==> config.mk <==
export PLATFORM = sky130hd
export DESIGN_NAME = rns_crt_mul
export DESIGN_NICKNAME = d
export VERILOG_FILES = /design/src/rtl/rns_crt_pkg.sv /design/src/rtl/rns_chan_mul.sv /design/src/rtl/rns_crt_sum.sv /design/src/rtl/rns_crt_mul.sv
export SDC_FILE = /design/constraint.sdc
export NUM_CORES = 1
export LEC_CHECK = 0
export BUFFER_PORTS_ARGS = -buffer_cell sky130_fd_sc_hd__buf_2
export CAP_MARGIN = 5
export CORE_UTILIZATION = 55
export CTS_CLUSTER_SIZE = 14
export DETAILED_ROUTE_END_ITERATION = 10
export GPL_TIMING_DRIVEN = 0
export PLACE_DENSITY = 0.82
export SLEW_MARGIN = 40
export SYNTH_ARGS = -nofsm -noshare
export SYNTH_HDL_FRONTEND = slang
export SYNTH_HIERARCHICAL = 1
export SYNTH_SLANG_ARGS = --single-unit
export TNS_END_PERCENT = 30
==> constraint.sdc <==
create_clock -name clk -period 12.5 [get_ports clk]
set_input_delay 1.875 -clock clk [delete_from_list [all_inputs] [get_ports clk]]
set_output_delay 1.875 -clock clk [all_outputs]
set_load 0.02 [all_outputs]
==> src/rtl/rns_crt_pkg.sv <==
package rns_crt_pkg;

  // number of residue lanes and the widest residue field
  localparam int NCH = 4;
  localparam int RW  = 5;

  // dynamic range (product of all moduli) and output width
  localparam int M_RANGE = 1020;
  localparam int OUT_W   = $clog2(M_RANGE);

  typedef logic [RW-1:0]     res_t;
  typedef res_t [NCH-1:0]    res_vec_t;

  // lane moduli, lane 0 first
  function automatic int modulus(input int lane);
    case (lane)
      0:       return 3;
      1:       return 4;
      2:       return 5;
      default: return 17;
    endcase
  endfunction

  // inverse of (M_RANGE / m) modulo m, per lane
  function automatic int inv_of_cofactor(input int lane);
    case (lane)
      0:       return 1;
      1:       return 3;
      2:       return 4;
      default: return 2;
    endcase
  endfunction

  // scale constant applied to the lane product before summation
  function automatic int crt_weight(input int lane);
    return (M_RANGE / modulus(lane)) * inv_of_cofactor(lane);
  endfunction

  // largest possible weighted sum
  function automatic int max_weighted_sum();
    int acc;
    acc = 0;
    for (int i = 0; i < NCH; i++) acc += crt_weight(i) * (modulus(i) - 1);
    return acc;
  endfunction

  localparam int SUM_W     = $clog2(max_weighted_sum() + 1);
  localparam int RED_STEPS = $clog2(max_weighted_sum() / M_RANGE + 1);

  // modular product of two residues below m
  function automatic res_t mod_mul(input res_t a, input res_t b, input int m);
    logic [2*RW-1:0] prod;
    logic [2*RW-1:0] mm;
    prod = {{RW{1'b0}}, a} * {{RW{1'b0}}, b};
    mm   = (2*RW)'(m);
    return res_t'(prod % mm);
  endfunction

endpackage

==> src/rtl/rns_chan_mul.sv <==
module rns_chan_mul
  import rns_crt_pkg::*;
#(
  parameter int MOD = 3
) (
  input  res_t a,
  input  res_t b,
  output res_t p
);

  always_comb p = mod_mul(a, b, MOD);

endmodule

==> src/rtl/rns_crt_sum.sv <==
module rns_crt_sum
  import rns_crt_pkg::*;
(
  input  res_vec_t         prod,
  output logic [SUM_W-1:0] remainder
);

  logic [SUM_W-1:0] wsum;

  always_comb begin
    wsum = '0;
    for (int i = 0; i < NCH; i++)
      wsum = wsum + SUM_W'(crt_weight(i)) * SUM_W'(prod[i]);
  end

  // binary-weighted conditional subtraction: M*2^(k) for k high to low
  logic [SUM_W-1:0] stage [RED_STEPS+1];

  assign stage[RED_STEPS] = wsum;

  for (genvar k = RED_STEPS - 1; k >= 0; k--) begin : g_reduce
    localparam logic [SUM_W-1:0] SUBV = SUM_W'(M_RANGE << k);
    assign stage[k] = (stage[k+1] >= SUBV) ? stage[k+1] - SUBV : stage[k+1];
  end

  assign remainder = stage[0];

endmodule

==> src/rtl/rns_crt_mul.sv <==
module rns_crt_mul
  import rns_crt_pkg::*;
(
  input  logic             clk,
  input  logic             rst_n,
  input  logic             in_valid,
  input  logic [1:0]       a_m3,
  input  logic [1:0]       a_m4,
  input  logic [2:0]       a_m5,
  input  logic [4:0]       a_m17,
  input  logic [1:0]       b_m3,
  input  logic [1:0]       b_m4,
  input  logic [2:0]       b_m5,
  input  logic [4:0]       b_m17,
  output logic             out_valid,
  output logic [OUT_W-1:0] out_value
);

  res_vec_t a_vec, b_vec;
  res_vec_t chan_prod;   // combinational lane products
  res_vec_t prod_q;      // registered lane products
  logic     s1_valid;
  logic [SUM_W-1:0] rem_full;

  assign a_vec = {RW'(a_m17), RW'(a_m5), RW'(a_m4), RW'(a_m3)};
  assign b_vec = {RW'(b_m17), RW'(b_m5), RW'(b_m4), RW'(b_m3)};

  for (genvar g = 0; g < NCH; g++) begin : g_lane
    rns_chan_mul #(.MOD(modulus(g))) u_mul (
      .a (a_vec[g]),
      .b (b_vec[g]),
      .p (chan_prod[g])
    );
  end

  always_ff @(posedge clk or negedge rst_n) begin
    if (!rst_n) begin
      s1_valid <= 1'b0;
      prod_q   <= '0;
    end else begin
      s1_valid <= in_valid;
      if (in_valid) prod_q <= chan_prod;
    end
  end

  rns_crt_sum u_sum (
    .prod      (prod_q),
    .remainder (rem_full)
  );

  always_ff @(posedge clk or negedge rst_n) begin
    if (!rst_n) begin
      out_valid <= 1'b0;
      out_value <= '0;
    end else begin
      out_valid <= s1_valid;
      if (s1_valid) out_value <= rem_full[OUT_W-1:0];
    end
  end

endmodule

== Yosys cells after proc, flatten, opt, wreduce, memory -nomap -nowiden ==
Index checks and enable logic that the tools add are counted.
W data, S select, Z words.
Storage, ports and cells
  bits in registers: 29
  latch bits: 0
  bits in writable memories: 0
  bits in read-only memories: 0
  bits of input ports: 27
  output and inout bits: 11
  word-level logic and storage cells: 30
  memories: 0
Cells by class
  $add $sub $neg: 6
  multiply operators: 8
  divide/modulo/power cells: 3
  $lt $le $gt $ge: 3
  eq/ne operators: 0
  shift-type cells: 0
  mux-type cells: 3
  bitwise operators: 0
  reduce and logical (&&, ||, !) cells: 0
Operators with widths (number)
  $add A13 B13 Y13: 3
  $mux W13: 2
  $ge A13 B10 Y1 const B: 1
  $ge A13 B11 Y1 const B: 1
  $ge A13 B12 Y1 const B: 1
  $sub A13 B11 Y13 const B: 1
  $sub A13 B12 Y13 const B: 1
  $mul A10 B2 Y12 const A: 1
  $mul A7 B5 Y11 const A: 1
  $mod A10 B2 Y10 const B: 1
  $mod A10 B3 Y10 const B: 1
  $mod A10 B5 Y10 const B: 1
  $mul A5 B5 Y10: 1
  $mux W10: 1
  $sub A10 B10 Y10 const B: 1
  $mul A4 B5 Y9 const A: 1
  $mul A6 B5 Y9 const A: 1
  $mul A3 B3 Y6: 1
  $mul A2 B2 Y4: 1
  $mul A2 B2 Y2: 1

== Logic depth before layout (Yosys ltp) ==
  depth in word-level cells: 10
  mapped depth: 40

== By module ==
The synthesis kept the hierarchy.
Modules (own cells, without submodules)
  rns_crt_sum: times used 1, cells each 445, area an instance 3891.2 µm²
  rns_chan_mul (g_lane[2].u_mul): times used 1, cells each 301, area an instance 2387.3 µm²
  rns_chan_mul (g_lane[3].u_mul): times used 1, cells each 252, area an instance 2006.9 µm²
  rns_chan_mul (g_lane[0].u_mul): times used 1, cells each 207, area an instance 1587.8 µm²
  rns_crt_mul: times used 1, cells each 66, area an instance 1251.2 µm²
  rns_chan_mul (g_lane[1].u_mul): times used 1, cells each 8, area an instance 50.0 µm²

== Least setup slack after synthesis ==
Ideal clock, no wire load.
  path type: input port to flip-flop
  start point: in b_m17[4]
  end point: reg prod_q[15] (netlist name)
  library setup time: 0.125 ns
  data arrival time: 8.447 ns
  required time: 12.375 ns
  path slack: 3.928 ns
  cell stages on the path: 28
  buffers on the path: 0
  cell sequence: nand2_1 -> fa_1 -> fa_1 -> inv_1 -> fa_1 -> ha_1 -> o211ai_1 -> o21ai_2 -> a21o_1 -> nor3_4 -> nand3_1 -> nor3b_2 -> nor4b_2 -> mux2i_1 -> nor2_1 -> nor3_2 -> ha_1 -> nand2_1 -> nor4_2 -> a21boi_2 -> o21a_1 -> xnor2_1 -> inv_1 -> ha_1 -> o2111a_1 -> o21a_2 -> xnor2_1 -> mux2_4
RTL lines
  from (decl): RTL line rns_crt_mul.sv:14  | input logic [4:0] b_m17,
  to (signal assigned): RTL line rns_crt_mul.sv:42  | if (in_valid) prod_q <= chan_prod;
  to (decl): RTL line rns_crt_mul.sv:21  | res_vec_t prod_q;

== Final worst setup path ==
  start point: reg prod_q[18] (netlist name)
  end point: reg out_value[5]
Between the ends
  word-level cells in the longest chain between the ends: 8
  elaborated cells between the ends (all ways): 11
Ends and longest elaborated chain
  $mul A4 B5 Y9 *: RTL line rns_crt_sum.sv:13  | wsum = wsum + SUM_W'(crt_weight(i)) * SUM_W'(prod[i]);
  $add A13 B13 Y13 *: RTL line rns_crt_sum.sv:13
  $sub A13 B12 Y13 or $ge A13 B12 Y1 (tied branches): RTL line rns_crt_sum.sv:23  | assign stage[k] = (stage[k+1] >= SUBV) ? stage[k+1] - SUBV : stage[k+1];
  $mux W13 *: RTL line rns_crt_sum.sv:23
  $sub A13 B11 Y13 or $ge A13 B11 Y1 (tied branches): RTL line rns_crt_sum.sv:23
  $mux W13 *: RTL line rns_crt_sum.sv:23
  $ge A13 B10 Y1 or $sub A10 B10 Y10 (tied branches): RTL line rns_crt_sum.sv:23
  $mux W10 *: RTL line rns_crt_sum.sv:23
  via rem_full[5]: RTL line rns_crt_mul.sv:23  | logic [SUM_W-1:0] rem_full;
  to (signal assigned): RTL line rns_crt_mul.sv:57  | if (s1_valid) out_value <= rem_full[OUT_W-1:0];
  to (decl): RTL line rns_crt_mul.sv:16  | output logic [OUT_W-1:0] out_value
Mark *: on every way through the listed nets, which the timed path passes. The rest lies on a longest branch.
A chain may end at the register's enable or synchronous reset.

==> results.md <==
* Outcome: finished, final reports clean
* Largest net degree at the start of global routing at 33
* Die Y at roughly 140 µm
* Die area at between 0.02 and 0.025 mm²
* Vias/cell at about 5.9
* Antenna Diode Count at 0
* Worst-path maximum fanout at 10
* Critical Path Stages at 36
* Routed via count at between 9k and 10k
* CP most frequent cell: fa_1
* Routed Antenna Nets at 0
* Max H-tree Level at 2
* Cells on worst reg2reg path at 36
* Global placement routability congestion at 0.985
* Final wirelength at 24.2 mm
* Critical path's top delay family: adder cells
* Fin crit period at roughly 9500 ps
* Register area at between 800 and 900 µm²
* Skew-Pair Late Insertion Delay at 280 ps
* Yosys warns at 6
* Data arrival time of the worst path at 9640 ps
* Bufs on Longest Clock Path at 2
* First-pass GRT wire length at 40.8 mm
* Initial Utilization at 56.5%
* Worst setup endpoint: out_value[5]
* Multi-input gate area at 0.00967 mm²
* Setup Crit Path Kind: flop to flop
* Residual DRC at 0
* Core Area at 0.0196 mm²
* Slew Viols, Final at 0
* Syn Std Cell Area at between 0.01 and 0.015 mm²
* GRT Overall Usage at about a quarter
* Tightest Pin Transition at 692 ps
* Worst Hold Class: flop to flop
* Initial DRC count at 525
* Post-Route Setup TNS at 0 ps
* Buf+Inv Stages, Crit Path at 4
* Max_slew headroom at 53.9%
* Post-DP HPWL at 19.8 mm
* Critical Path Sink Type: flop
* Rows at ~50
* Worst setup path start: prod_q[18]
* Cts repair resizes at 0
* R2r endpoint: out_value[5]
* Layout cells sized above 1 at 16.2%
* Reg-to-reg slack, setup at 3030 ps
* Max-Cap Viols at 0
* Max Clock Skew at 6.90 ps
* PortBufs at 37
* Hold-fix buffers at CTS at 0
* Count of final setup violators at 0
* Final Hold Viols at 0
* Number of fill cells at 1,644
* Grt ovf at 0
* Die Wd at 144 µm
* CP Launch Type: flop
* Crit path largest cell delay at 580 ps
* CTS Buf Count at 5
* Setup bufs post-CTS at 0
* Drt wl/cell at 14.9 µm
* Reg2reg start: prod_q[18]
* Synth Instances at 1,262
* TritonRoute pass-1 iters at 6
* Synth-to-Final Area Change at 7.91%
* Req. time, crit path at ~13,000 ps
* RSZ-0062 raised after global routing: no
* Max Freq at roughly 110 MHz
* Io pins at 38
* Nets@finish at 1,585
* Avg Synthesized Cell Area at 8.77 µm²
* Period utilisation layout at 75.8%
* Root Buffer: clkbuf_16
* Reg clk slew, reported paths at 50 ps
* CTS tree: yes
* CTS sink count at 32
* Max stage delay cell, worst path: fa_1
* Initial antenna violation count at 0
* Vias in the first global route at 9,059
[final cells by class]
class	instances	share of cell area [%]
Buffer	40	2.00
Clock inverter	3	0.356
Multi-Input combinational cell	1094	80.9
Tap cell	265	2.78
Sequential cell	32	6.70
Inverter	147	4.62
Clock buffer	5	1.05
Timing Repair Buffer	37	1.55
[registers in the layout, summed over array words and instances, names as in the netlist]
signal and flops:
prod_q 20, out_value 10, out_valid 1, s1_valid 1
[per-stage QoR]
stage / hold slack, ps / util, % / worst slack (ps) / instance area [µm²] / std cells
global route: 411 / 61.0 / 2370 / 11900 / 1623
global placement: 376 / 60.1 / 3140 / 11800 / 1615
finish: 406 / 61.0 / 3030 / 11900 / 1623
CTS: 399 / 61.0 / 3030 / 11900 / 1623
floorplan: 374 / - / 3930 / 11300 / 1313
detailed placement: 383 / 60.1 / 3000 / 11800 / 1615
[layer usage]
| metal | up-vias | global-route usage (%) | wire length, µm |
|---|---|---|---|
| met5 | - | 0 | 0 |
| met1 | 4536 | 30.7 | 10800 |
| met4 | 0 | 4.31 | 299 |
| met3 | 33 | 1.10 | 829 |
| li1 | 4702 | - | - |
| met2 | 229 | 43.7 | 12300 |
[layout by cell type (no fill, tap or decap), types with 8 or more instances in the layout]
cell	count
a211o_1	8
a211oi_1	19
a21o_1	13
a21oi_1	53
a31oi_1	14
and2_1	57
and3_1	13
buf_2	48
buf_4	8
clkbuf_1	15
conb_1	53
dfrtp_1	32
fa_1	77
ha_1	124
inv_1	147
mux2_2	15
mux2_4	24
mux2i_1	10
nand2_1	84
nand2b_1	12
nand3_1	35
nand4_1	18
nor2_1	53
nor3_1	21
o211ai_1	11
o21a_1	10
o21ai_0	34
o21bai_1	8
o22ai_1	10
or2_2	8
or3_1	9
xnor2_1	51
xor2_1	20
[worst min path at each step]
stage | from | endpoint | slack (ps) | cells past startpoint
final | s1_valid | out_valid | 410 | 0
after global routing | s1_valid | out_valid | 410 | 0
after CTS | s1_valid | out_valid | 400 | 0
after detailed placement | s1_valid | out_valid | 380 | 0
after global placement | s1_valid | out_valid | 380 | 0
after floorplan | s1_valid | out_valid | 370 | 0
Power is left out: the tool's default activity adds up to more than one toggle a clock period on the data nets, which glitch-free logic cannot reach.
